### config.mk
export PLATFORM = sky130hd
export DESIGN_NAME = irq_i2c_burst_reader
export DESIGN_NICKNAME = d
export VERILOG_FILES = /design/src/rtl/irb_pkg.sv /design/src/rtl/irb_sync.sv /design/src/rtl/irb_tick.sv /design/src/rtl/irq_i2c_burst_reader.sv
export SDC_FILE = /design/constraint.sdc
export NUM_CORES = 1
export LEC_CHECK = 0
export BUFFER_PORTS_ARGS = -buffer_cell sky130_fd_sc_hd__buf_2
export CAP_MARGIN = 20
export CORE_MARGIN = 4
export CORE_UTILIZATION = 54
export CTS_CLUSTER_DIAMETER = 60
export DETAILED_ROUTE_END_ITERATION = 10
export PLACE_DENSITY_LB_ADDON = 0.05
export SYNTH_ARGS = -nofsm -noshare
export SYNTH_HDL_FRONTEND = slang
export SYNTH_SLANG_ARGS = --single-unit
### constraint.sdc
create_clock -name clk -period 1.83 [get_ports clk]
set_input_delay 0.366 -clock clk [delete_from_list [all_inputs] [get_ports clk]]
set_output_delay 0.366 -clock clk [all_outputs]
set_load 0.02 [all_outputs]
### src/rtl/irb_pkg.sv
package irb_pkg;

    localparam int BYTE_BITS = 8;

    typedef enum logic [2:0] {
        ST_IDLE,
        ST_START,
        ST_ADDR,
        ST_AACK,
        ST_DATA,
        ST_MACK,
        ST_STOP
    } irb_state_e;

    typedef logic [1:0] quarter_t;

    localparam quarter_t Q_SAMPLE = 2'd2;
    localparam quarter_t Q_LAST   = 2'd3;

    typedef struct packed {
        logic [BYTE_BITS-1:0] data;
        logic                 valid;
    } rx_beat_t;

    // Clock level for every state and quarter of the bit cell.
    function automatic logic scl_level(irb_state_e st, quarter_t q);
        logic lvl;
        unique case (st)
            ST_IDLE:  lvl = 1'b1;
            ST_START: lvl = (q != 2'd3);
            ST_STOP:  lvl = (q != 2'd0);
            default:  lvl = q[1];
        endcase
        return lvl;
    endfunction

    // Pull-low request for the data line.
    function automatic logic sda_pull(irb_state_e st, quarter_t q,
                                      logic tx_bit, logic keep_going);
        logic pull;
        unique case (st)
            ST_IDLE:  pull = 1'b0;
            ST_START: pull = (q != 2'd0);
            ST_ADDR:  pull = ~tx_bit;
            ST_MACK:  pull = keep_going;
            ST_STOP:  pull = (q < 2'd2);
            default:  pull = 1'b0;
        endcase
        return pull;
    endfunction

endpackage

### src/rtl/irb_sync.sv
module irb_sync #(
    parameter int W = 2
) (
    input  logic         clk,
    input  logic         rst,
    input  logic [W-1:0] async_i,
    output logic [W-1:0] sync_o
);
    logic [W-1:0] stage1;
    logic [W-1:0] stage2;

    always_ff @(posedge clk) begin
        if (rst) begin
            stage1 <= '1;
            stage2 <= '1;
        end else begin
            stage1 <= async_i;
            stage2 <= stage1;
        end
    end

    assign sync_o = stage2;
endmodule

### src/rtl/irb_tick.sv
module irb_tick #(
    parameter int DIV = 125
) (
    input  logic clk,
    input  logic rst,
    input  logic run,
    output logic tick
);
    localparam int CW = (DIV > 1) ? $clog2(DIV) : 1;
    localparam logic [CW-1:0] TOP = CW'(DIV - 1);

    logic [CW-1:0] cnt;

    always_ff @(posedge clk) begin
        if (rst || !run) begin
            cnt <= '0;
        end else if (cnt == TOP) begin
            cnt <= '0;
        end else begin
            cnt <= cnt + 1'b1;
        end
    end

    assign tick = run && (cnt == TOP);
endmodule

### src/rtl/irq_i2c_burst_reader.sv
module irq_i2c_burst_reader
    import irb_pkg::*;
#(
    parameter int DIV       = 125,
    parameter int MAX_RETRY = 3
) (
    input  logic       clk,
    input  logic       rst,
    input  logic       req_n,
    input  logic [6:0] dev_addr,
    input  logic       sda_i,
    output logic       scl_o,
    output logic       sda_oe,
    output logic       rd_valid,
    output logic [7:0] rd_data,
    output logic       done,
    output logic       err
);
    localparam int RETRY_W = $clog2(MAX_RETRY + 2);
    localparam int IDX_W   = $clog2(BYTE_BITS);
    localparam logic [IDX_W-1:0] IDX_LAST = IDX_W'(BYTE_BITS - 1);
    localparam logic [RETRY_W-1:0] RETRY_CAP = RETRY_W'(MAX_RETRY);

    irb_state_e           state;
    quarter_t             phase;
    logic [IDX_W-1:0]     bit_idx;
    logic [BYTE_BITS-1:0] shreg;
    logic                 more;
    logic                 nacked;
    logic [RETRY_W-1:0]   retries;
    rx_beat_t             rx_q;
    logic                 done_q;
    logic                 err_q;

    logic [1:0] sync_q;
    logic       req_s;
    logic       sda_s;
    logic       tick;

    irb_sync #(.W(2)) u_sync (
        .clk     (clk),
        .rst     (rst),
        .async_i ({req_n, sda_i}),
        .sync_o  (sync_q)
    );

    assign req_s = sync_q[1];
    assign sda_s = sync_q[0];

    irb_tick #(.DIV(DIV)) u_tick (
        .clk  (clk),
        .rst  (rst),
        .run  (state != ST_IDLE),
        .tick (tick)
    );

    always_ff @(posedge clk) begin
        if (rst) begin
            state   <= ST_IDLE;
            phase   <= '0;
            bit_idx <= '0;
            shreg   <= '0;
            more    <= 1'b0;
            nacked  <= 1'b0;
            retries <= '0;
            rx_q    <= '0;
            done_q  <= 1'b0;
            err_q   <= 1'b0;
        end else begin
            rx_q.valid <= 1'b0;
            done_q     <= 1'b0;
            err_q      <= 1'b0;
            if (state == ST_IDLE) begin
                if (!req_s) begin
                    state   <= ST_START;
                    shreg   <= {dev_addr, 1'b1};
                    phase   <= '0;
                    bit_idx <= '0;
                    nacked  <= 1'b0;
                    more    <= 1'b0;
                end
            end else if (tick) begin
                phase <= phase + 1'b1;
                unique case (state)
                    ST_START: begin
                        if (phase == Q_LAST) state <= ST_ADDR;
                    end
                    ST_ADDR: begin
                        if (phase == Q_LAST) begin
                            shreg   <= shreg << 1;
                            bit_idx <= bit_idx + 1'b1;
                            if (bit_idx == IDX_LAST) state <= ST_AACK;
                        end
                    end
                    ST_AACK: begin
                        if (phase == Q_SAMPLE) nacked <= sda_s;
                        if (phase == Q_LAST) begin
                            state   <= nacked ? ST_STOP : ST_DATA;
                            bit_idx <= '0;
                        end
                    end
                    ST_DATA: begin
                        if (phase == Q_SAMPLE) begin
                            shreg <= {shreg[BYTE_BITS-2:0], sda_s};
                            if (bit_idx == IDX_LAST) begin
                                rx_q.valid <= 1'b1;
                                rx_q.data  <= {shreg[BYTE_BITS-2:0], sda_s};
                                more       <= ~req_s;
                            end
                        end
                        if (phase == Q_LAST) begin
                            bit_idx <= bit_idx + 1'b1;
                            if (bit_idx == IDX_LAST) state <= ST_MACK;
                        end
                    end
                    ST_MACK: begin
                        if (phase == Q_LAST) state <= more ? ST_DATA : ST_STOP;
                    end
                    ST_STOP: begin
                        if (phase == Q_LAST) begin
                            state  <= ST_IDLE;
                            nacked <= 1'b0;
                            if (nacked) begin
                                if (retries == RETRY_CAP) begin
                                    err_q   <= 1'b1;
                                    retries <= '0;
                                end else begin
                                    retries <= retries + 1'b1;
                                end
                            end else begin
                                done_q  <= 1'b1;
                                retries <= '0;
                            end
                        end
                    end
                    default: state <= ST_IDLE;
                endcase
            end
        end
    end

    assign scl_o    = scl_level(state, phase);
    assign sda_oe   = sda_pull(state, phase, shreg[BYTE_BITS-1], more);
    assign rd_valid = rx_q.valid;
    assign rd_data  = rx_q.data;
    assign done     = done_q;
    assign err      = err_q;

endmodule

**Yosys cells after proc, flatten, opt, wreduce, memory -nomap -nowiden**

Cells that the tools add are included.

- Add/subtract/negate cells: 4
- $mul: 0
- Div/mod/pow operators: 0
- $lt $le $gt $ge: 1
- Equality and inequality tests: 24
- Shift-type cells: 0
- Muxes and demuxes: 46
- Bitwise logic cells: 9
- Reductions and logical operators: 26

Operators with widths:

| kind | count |
|---|---|
| $mux W3 | 17 |
| $mux W8 | 5 |
| $ne A3 B3 Y1 const B | 10 |
| $reduce_and A5 Y1 | 5 |
| $pmux W3 S6 | 1 |
| $pmux W8 S2 | 1 |
| $mux W1 | 13 |
| $eq A3 B3 Y1 const B | 4 |
| $reduce_bool A3 Y1 | 4 |
| $mux W2 | 5 |
| $reduce_and A10 Y1 | 1 |
| $reduce_bool A2 Y1 | 5 |
| $reduce_or A5 Y1 | 2 |
| $eq A3 B2 Y1 const B | 3 |
| $not A1 Y1 | 9 |
| $add A7 B1 Y7 const B | 1 |
| $eq A7 B7 Y1 const B | 1 |
| $add A3 B1 Y3 const B | 2 |
| $pmux W3 S2 | 1 |
| $reduce_or A6 Y1 | 1 |
| $eq A2 B2 Y1 const B | 2 |
| $ne A2 B2 Y1 const B | 2 |
| $pmux W1 S4 | 1 |
| $reduce_and A4 Y1 | 1 |
| 12 further kinds | 13 |

- Register bits after elaboration: 43
- Latch bits: 0
- Bits in writable memories: 0
- Memory bits (read-only): 0
- Input bits: 11
- Output and inout port bits: 13
- Memories kept: 0

**Longest topological paths before layout**

Gate-level depths: netlist of run 1.

- Word-level depth: 6
- Depth in mapped cells: 8

**Hierarchy**

A second synthesis of run 1 with hierarchy kept.

- Cell total of the unflattened synthesis: 256
- Area, all modules: 2287.2 sq um

Modules (own cells, without submodules):

| module | times used | cells an instance | area each (sq um) |
|---|---|---|---|
| irq_i2c_burst_reader | 1 | 211 | 1859.3 |
| irb_tick | 1 | 37 | 322.8 |
| irb_sync | 1 | 8 | 105.1 |

**Worst setup path before layout of run 1**

OpenSTA, ideal clock, no wires.

- Path kind: register to output
- From: register state[1]
- To: output scl_o
- Arrival: 1.434 ns
- Data required time: 1.464 ns
- Slack: 0.030 ns
- Cell stages (with the launch flop): 6
- Path through: dfxtp_1 buf_6 clkbuf_1 nor2b_1 o21ai_0 o21ai_1

- Cells in the longest elaborated chain, start to end: 2
- Elaborated cells between the ends (all ways): 4

RTL lines:

| what | line | text |
|---|---|---|
| start, declared | irq_i2c_burst_reader.sv:24 | `irb_state_e state;` |
| start signal, assigned | irq_i2c_burst_reader.sv:98 | `state <= nacked ? ST_STOP : ST_DATA;` |
| start signal, assigned | irq_i2c_burst_reader.sv:117 | `if (phase == Q_LAST) state <= more ? ST_DATA : ST_STOP;` |
| $eq A3 B3 Y1 (tied with other cells) | irb_pkg.sv:28 | `unique case (st)` |
| $pmux W1 S3 * | irb_pkg.sv:28 |  |
| end, declared | irq_i2c_burst_reader.sv:12 | `output logic scl_o,` |

Every way passes the cells marked *; elsewhere a longest branch is shown, timed or not.

**Worst setup path after layout of run 1**

- From: register phase[1]
- To: output scl_o

- Cells in the longest elaborated chain, start to end: 2
- Elaborated cells between the ends (all ways): 3

RTL lines:

| what | line | text |
|---|---|---|
| start, declared | irq_i2c_burst_reader.sv:25 | `quarter_t phase;` |
| start signal, assigned | irq_i2c_burst_reader.sv:83 | `phase <= phase + 1'b1;` |
| $ne A2 B2 Y1 or $reduce_bool A2 Y1 (tied branches) | irb_pkg.sv:30, irb_pkg.sv:31 |  |
| $pmux W1 S3 * | irb_pkg.sv:28 |  |

Marked as above.

==> impl_metrics.ini, run 1 <==
[outcome]
status = finished clean

[synthesis]
yosys.area_share.xor_xnor_pct = 2.011
synthArstFlopShare_pct = 0
synth-edff-count = 0
yosys_register_bits = 43
yosysSeqAreaShare_pct = 39.54
synth_top_family_by_area = simple AND/OR/NAND/NOR gates
synth_warnings = 0
synth-simple-area-share_pct = 21.15
synthFlopType = dfxtp_1
synthesis.area_um2 = 2177
muxShareOfSynthArea_pct = 9.483
syn_inst = 234
ys_types = 56
avgSynthCellArea_um2 = 9.304
synth_compound_area_share_pct = 17.24
syn_nets = 253
synthAdderAreaFrac_pct = 4.598

[placement]
dp_slack_ns = 0.07707
placed_cells = 311
dp_hpwl_mm = 3.152
portBuffers = 23
gp_congestion = 0.8673

[floorplanning]
start_util_pct = 57.73
die_area_um2 = 5112
io_pins = 24
die_y_um = 71.50
core_um2 = 3771
rows = 22
die_width_um = 71.50

[global_routing]
antenna_found_initial = 0
grt_usage_pct = 18.10
grt_pass1_vias = 1630
grt_pass1_wl_mm = 7.396
overflow = 0
grt_start_max_net_pins = 20

[finish]
final_common_cell = dfxtp_1
syn_to_final_growth_pct = 18.74
layout-drive-gt1-share_pct = 28.41
fin_nets = 289
antenna-diode-count = 0
final_cell_mix = dfxtp_1 (38), buf_2 (21), buf_4 (21)
stdcell_count = 319

[min_path]
hp-class = in2reg

[setup_path]
start_kind = flip-flop
worstPathArrival_ns = 1.40
critPathRequiredTime_ns = 1.46
endpoint_kind = output port
path_class = reg2out
crit_fanout = 4

[timing]
hold_viol_final = 0
slew_headroom_pct = 72.02
period_share_pct = 96.29
layout_setup_ws_ns = 0.06798
fmax_ghz = 0.5675
period_needed_ns = 1.762
fin_skew_ns = 0.009857
fin_setup_tns_ns = 0
final_max_slew_viol_count = 0
setup_viol = 0
tightest_slew_ns = 0.4197

[detailed_routing]
firstDrtPassIters = 4
drt_iter0_markers = 55
wirelength_mm = 4.413
route.detailed.drc = 0
routed_via_density = 5.489
vias = 1751
wire_per_inst_um = 13.83
antenna_left = 0

[clocking]
path_clk_slew_ns = 0.08
cts-buffers-inserted = 5
htree_levels = 2
clkLatencyLatePin_ns = 0.30
cts-root-buf = clkbuf_8
cts_tree = built
cts_hold_buf = 0
cts.sinks = 43
clk_path_buf_depth = 2

[pwr]
p_per_area_nw_per_um2 = 668.7
irDropWorstVdd_uv = 456.5
leakage_nw = 1.168
total_power_w = 0.001728

[flow_run]
drv_cap = 0
-- where the power goes --
| group | switching [W] | leakage [nW] | internal, W | total (W) |
|---|---|---|---|---|
| combinational | 0.0000579 | 0.766 | 0.0000518 | 0.000110 |
| sequential | 0.0000134 | 0.351 | 0.000948 | 0.000961 |
| clock | 0.000314 | 0.0505 | 0.000343 | 0.000657 |
| total | 0.000386 | 1.17 | 0.00134 | 0.00173 |
-- synthesized netlist by cell type, types with 4 or more instances --
library cell  number  area share (%)
or3_1              4             1.1
or2_2              4             1.1
nand2_1           18             3.1
mux2i_1           18             8.3
o311a_1            7             3.2
dfxtp_1           43              40
o21ai_1            8             1.8
nand3_1            6             1.4
nor2_1            18             3.1
inv_1             13             2.2
nor2b_1            4             1.1
o21ai_0            8             1.8
clkbuf_1           8             1.4
ha_1               8             4.6
a21oi_1            9             2.1
-- final cells by class --
class                      count  area [um^2]
timing repair buffer          43        274.0
sequential                    43        872.1
fill                         309         1186
tap                           48        60.06
clock inverter                 1        7.507
multi-input combinational    164         1224
clock buffer                   7        96.34
inverter                      13        51.30
-- logic make-up after synthesis --
| kind of cell | Yosys count |
|---|---|
| buf+inv | 27 |
| fa+ha+maj | 8 |
| xor+xnor | 5 |
| simple gates | 80 |
| compound gates | 51 |
| mux | 20 |
| flops | 43 |
-- worst paths after layout --
| check | depth (start not counted) | endpoint | startpoint | slack (ns) |
|---|---|---|---|---|
| min | 2 | u_sync.stage1[1]$_SDFF_PP1_ | req_n | 0.26 |
| min reg2reg | 1 | u_sync.sync_o[0]$_SDFF_PP1_ | u_sync.stage1[0]$_SDFF_PP1_ | 0.41 |
| max reg2reg | 5 | shreg[5]$_SDFFE_PP0P_ | phase[0]$_SDFFE_PP0P_ | 0.08 |
| max | 7 | scl_o | phase[1]$_SDFFE_PP0P_ | 0.07 |
-- registers in the layout, summed over array words and instances (netlist names), 2 cells and up --
name / count
phase: 2
state: 3
u_tick.cnt: 7
bit_idx: 3
rd_data: 8
u_sync.sync_o: 2
u_sync.stage1: 2
retries: 3
shreg: 8
-- critical path: stages, from the launching register on --
cell and delay (ns):
dfxtp_4 0.37, buf_4 0.14, inv_4 0.04, ha_4 0.15, nand2_1 0.04, o21ai_0 0.08
o21ai_1 0.13, buf_4 0.15
-- stage by stage --
step	hold WS [ns]	utilization (%)	instance area, um^2
2_1_floorplan	0.3895	-	2177
3_3_place_gp	0.4025	64.20	2421
3_5_place_dp	0.3945	64.20	2421
4_1_cts	0.2525	67.72	2554
5_1_grt	0.2465	68.55	2585
6_report	0.2556	68.55	2585
-- per-layer routing --
metal	vias up	global-route usage [%]	part of all wire (%)
met5	-	0	0
met4	0	5.010	1.2
met3	5	5.189	3.2
met2	17	29.08	47
met1	819	23.74	49
li1	910	-	-
-- what timing repair did --
action	4_1_cts	5_1_grt
hold endpoints to repair	0	0
pin swaps	0	2
setup endpoints to repair	2	11
gates resized for setup	12	11
setup buffers	0	1
Power figures use the tool's default switching activity.
==> run 2, diff against run 1 <==
- ABC_AREA: unset -> 1
- CTS_CLUSTER_SIZE: unset -> 24
==> impl_metrics.ini, run 2 <==
[setup_path]
crit_fanout = 3
critPathRequiredTime_ns = 1.46
endpoint_kind = output port
start_kind = flip-flop
worstPathArrival_ns = 1.40
path_class = reg2out

[pwr]
total_power_w = 0.003138
irDropWorstVdd_uv = 665.5
p_per_area_nw_per_um2 = 1242
leakage_nw = 1.212

[synthesis]
synthArstFlopShare_pct = 0
syn_inst = 322
yosysSeqAreaShare_pct = 39.05
avgSynthCellArea_um2 = 6.847
synth-edff-count = 0
synthesis.area_um2 = 2205
synthAdderAreaFrac_pct = 4.540
synth_compound_area_share_pct = 6.867
ys_types = 30
ys_top_cells_by_count = nand2_1 (76), nor2_1 (68), dfxtp_1 (43), nand3_1 (29), inv_1 (27)
yosys_register_bits = 43
synth_warnings = 0
synth_top_area_share_pct = 39.05
muxShareOfSynthArea_pct = 0
synth.most_common_cell = nand2_1
syn_nets = 341
synth_top_cell_by_area = dfxtp_1
yosys.area_share.xor_xnor_pct = 1.589
synth_top_family_by_area = simple AND/OR/NAND/NOR gates
synth-simple-area-share_pct = 39.61
synth.area.top_cells = dfxtp_1 (39%), nand2_1 (13%), nor2_1 (12%)
synthFlopType = dfxtp_1

[finish]
antenna-diode-count = 0
syn_to_final_growth_pct = 14.59
final_common_cell = nand2_1
regArea_um2 = 874.6
fin_nets = 371
fillers = 362
layout-drive-gt1-share_pct = 20.68
final_cell_mix = nand2_1 (76), nor2_1 (68), dfxtp_1 (38)
multiInputGateArea_um2 = 1171

[placement]
portBuffers = 23
dp_slack_ns = 0.1431
gp_congestion = 0.9358
dp_hpwl_mm = 3.520

[min_path]
hp-class = in2reg

[timing]
rsz0062_at_grt = true
whs_ns = 0.2558
fmax_ghz = 0.5659
final_max_slew_viol_count = 0
period_share_pct = 96.57
hold_viol_final = 0
tightest_slew_ns = 0.2688
fin_setup_tns_ns = 0
period_needed_ns = 1.767
layout_setup_ws_ns = 0.06286
setup_viol = 0
slew_headroom_pct = 82.06
fin_skew_ns = 0.004346

[floorplanning]
core_um2 = 3799
start_util_pct = 58.04
die_area_um2 = 5169
die_y_um = 71.90
die_width_um = 71.90
rows = 22
io_pins = 24

[detailed_routing]
drt_iter0_markers = 90
firstDrtPassIters = 4
routed_via_density = 4.973
wire_per_inst_um = 11.61
vias = 1994
route.detailed.drc = 0
wirelength_mm = 4.654
antenna_left = 0

[global_routing]
antenna_found_initial = 0
grt_pass1_vias = 1798
grt_usage_pct = 18.82
grt_start_max_net_pins = 20
grt_pass1_wl_mm = 7.879
overflow = 0

[clocking]
cts-root-buf = clkbuf_8
cts_tree = built
path_clk_slew_ns = 0.08
htree_levels = 2
clk_path_buf_depth = 2
clkLatencyLatePin_ns = 0.29
cts_hold_buf = 0
cts-buffers-inserted = 5
cts.sinks = 43

[flow_run]
drv_cap = 0

[outcome]
status = finished clean
-- run 2: path summary, 6_finish.rpt --
check,startpoint,endpoint,slack [ns],depth (start not counted)
max,phase[0]$_SDFFE_PP0P_,sda_oe,0.06,6
min,sda_i,u_sync.stage1[0]$_SDFF_PP1_,0.26,2
max reg2reg,u_tick.cnt[0]$_SDFF_PP0_,rd_data[6]$_SDFFE_PP0P_,0.31,10
min reg2reg,u_sync.stage1[0]$_SDFF_PP1_,u_sync.sync_o[0]$_SDFF_PP1_,0.41,1
-- run 2: worst max-delay path, stage by stage, from the launching register on --
cell and delay (ns):
dfxtp_2 0.35, inv_1 0.06, ha_1 0.23, o22ai_2 0.17
a21oi_1 0.05, o21ai_0 0.07, buf_2 0.18
-- run 2: area by class of cell --
cell class | count | area share, %
well taps | 48 | 2.377
clock buffers | 5 | 2.724
clock inverters | 3 | 1.734
inverters | 34 | 5.349
multi-input cells | 237 | 46.36
flip-flops and latches | 43 | 34.62
repair buffers | 31 | 6.835
-- run 2: kinds of logic (layout without fill, tap and decap cells) --
logic type / count (synthesis) / after routing
compound gates: 29 / 29
flops: 43 / 43
xor+xnor: 4 / 4
simple gates: 196 / 196
buf+inv: 42 / 73
fa+ha+maj: 8 / 8
-- run 2: stage by stage --
step	utilization, %	instance area [um^2]	instances
after floorplan	-	2205	322
after global placement	62.29	2366	390
after detailed placement	62.29	2366	390
after CTS	65.42	2485	398
after global routing	66.50	2526	401
final	66.50	2526	401
-- run 2: repair_timing --
| item | in CTS | in global routing |
|---|---|---|
| endpoints found under the setup margin | 2 | 2 |
| setup buffers | 0 | 3 |
| resized for setup | 4 | 7 |
-- run 2: power breakdown --
group          switching (W)  internal (W)
sequential          0.000112       0.00103
clock               0.000331      0.000406
combinational       0.000832      0.000429
total                0.00127       0.00186
-- run 2: per-layer routing --
layer | vias to the layer above | routed length (um) | track usage (%)
li1 | 1075 | - | -
met1 | 880 | 2146 | 24.18
met2 | 35 | 2325 | 32.45
met3 | 4 | 162 | 4.294
met4 | 0 | 20 | 3.758
met5 | - | 0 | 0
==> run 3, diff against run 2 <==
- CORE_MARGIN: 4 -> unset
- CORE_UTILIZATION: 54 -> 58
==> impl_metrics.ini, run 3 (same netlist as run 2, synthesis figures left out) <==
[outcome]
status = finished clean

[setup_path]
crit_fanout = 5
path_class = reg2out
worstPathArrival_ns = 1.37
endpoint_kind = output port
critPathRequiredTime_ns = 1.46
start_kind = flip-flop
r2r_cells = 9

[pwr]
swShare_pct = 40.30
internal-power_w = 0.001895
pwr-share-comb_pct = 40.7
power_frac_seq_pct = 36.0
irDropWorstVdd_uv = 889.6
switchingPower_w = 0.001279
p_per_area_nw_per_um2 = 1231
leakage_nw = 1.222
pwr-share-clk_pct = 23.2

[global_routing]
grt_pass1_wl_mm = 7.955
grt_pass1_vias = 1877
overflow = 0
grt_usage_pct = 25.22
antenna_found_initial = 0
grt_start_max_net_pins = 20

[placement]
dp_hpwl_mm = 3.431
dp_slack_ns = 0.1369
gp_congestion = 0.9136
placed_cells = 389
portBuffers = 23
place_area_um2 = 2359

[floorplanning]
die_area_um2 = 4051
core_um2 = 3661
start_util_pct = 60.22
io_pins = 24
die_y_um = 63.65
rows = 22
die_width_um = 63.65

[timing]
final_max_slew_viol_count = 0
fmax_ghz = 0.5760
fin_setup_tns_ns = 0
period_needed_ns = 1.736
slew_headroom_pct = 76.41
whs_ns = 0.2555
tightest_slew_ns = 0.3525
hold_viol_final = 0
layout_setup_ws_ns = 0.09383
setup_viol = 0
fin_skew_ns = 0.004810
period_share_pct = 94.87

[min_path]
hp-class = in2reg
hold_depth = 2

[finish]
antenna-diode-count = 0
syn_to_final_growth_pct = 16.97
final_cell_mix = nand2_1 (74), nor2_1 (68), dfxtp_1 (38)
fin_nets = 372
final_common_cell = nand2_1
final_area_um2 = 2579
layout-drive-gt1-share_pct = 22.32
fillers = 317
stdcell_count = 402

[clocking]
clk_path_buf_depth = 2
path_clk_slew_ns = 0.09
clkLatencyLatePin_ns = 0.29
cts-root-buf = clkbuf_8
cts_hold_buf = 0
cts.sinks = 43
htree_levels = 2
cts-buffers-inserted = 5
cts_tree = built

[detailed_routing]
antenna_left = 0
firstDrtPassIters = 4
drt_iter0_markers = 121
wire_per_inst_um = 11.63
wirelength_mm = 4.676
routed_via_density = 5.070
route.detailed.drc = 0
vias = 2038

[flow_run]
drv_cap = 0
## run 3: worst max-delay path: stages (launching register included)
cell and delay (ns):
dfxtp_4 0.42, inv_4 0.06, nor2_4 0.12, nand2_2 0.07
o22ai_2 0.11, a21oi_1 0.06, o21ai_1 0.08, buf_4 0.15
## run 3: final cells by class
| class | count | area [um^2] | area share [%] |
|---|---|---|---|
| Timing Repair Buffer | 32 | 187.7 | 7.278 |
| Clock buffer | 5 | 68.82 | 2.669 |
| Inverter | 34 | 137.6 | 5.337 |
| Clock inverter | 3 | 43.79 | 1.698 |
| Multi-Input combinational cell | 237 | 1204 | 46.68 |
| Sequential cell | 43 | 877.1 | 34.01 |
| Tap cell | 48 | 60.06 | 2.329 |
## run 3: what timing repair did
| item | in CTS | in global routing |
|---|---|---|
| gates resized for setup | 6 | 17 |
| setup endpoints to repair | 2 | 2 |
| setup buffers | 0 | 5 |
| pin swaps | 0 | 4 |
## run 3: metrics by stage
| stage | util [%] | total power [W] |
|---|---|---|
| global route | 70.44 | 0.003427 |
| CTS | 67.77 | 0.003048 |
| floorplan | - | 0.002078 |
| detailed placement | 64.42 | 0.002295 |
| global placement | 64.42 | 0.002279 |
| finish | 70.44 | 0.003175 |
## run 3: metal layers
metal / vias to the layer above / part of all wire, % / track usage, %
li1: 1072 / - / -
met1: 921 / 47 / 29.65
met2: 39 / 49 / 44.15
met3: 6 / 2.8 / 5.435
met4: 0 / 1.5 / 9.659
met5: - / 0 / 0
## run 3: path summary, 6_finish.rpt
path,start,to,slack [ns]
min reg2reg,u_sync.stage1[1]$_SDFF_PP1_,u_sync.sync_o[1]$_SDFF_PP1_,0.41
max,state[1]$_SDFFE_PP0P_,sda_oe,0.09
min,req_n,u_sync.stage1[1]$_SDFF_PP1_,0.26
max reg2reg,bit_idx[0]$_SDFFE_PP0P_,state[1]$_SDFFE_PP0P_,0.29
## run 3: power by group through the flow
stage | registers, W | logic (W) | clock network [W]
after floorplan | 0.00108 | 0.000997 | 0
after global placement | 0.00115 | 0.00113 | 0
after detailed placement | 0.00115 | 0.00114 | 0
after CTS | 0.00114 | 0.00115 | 0.000755
after global routing | 0.00116 | 0.00148 | 0.000791
final | 0.00114 | 0.00129 | 0.000738
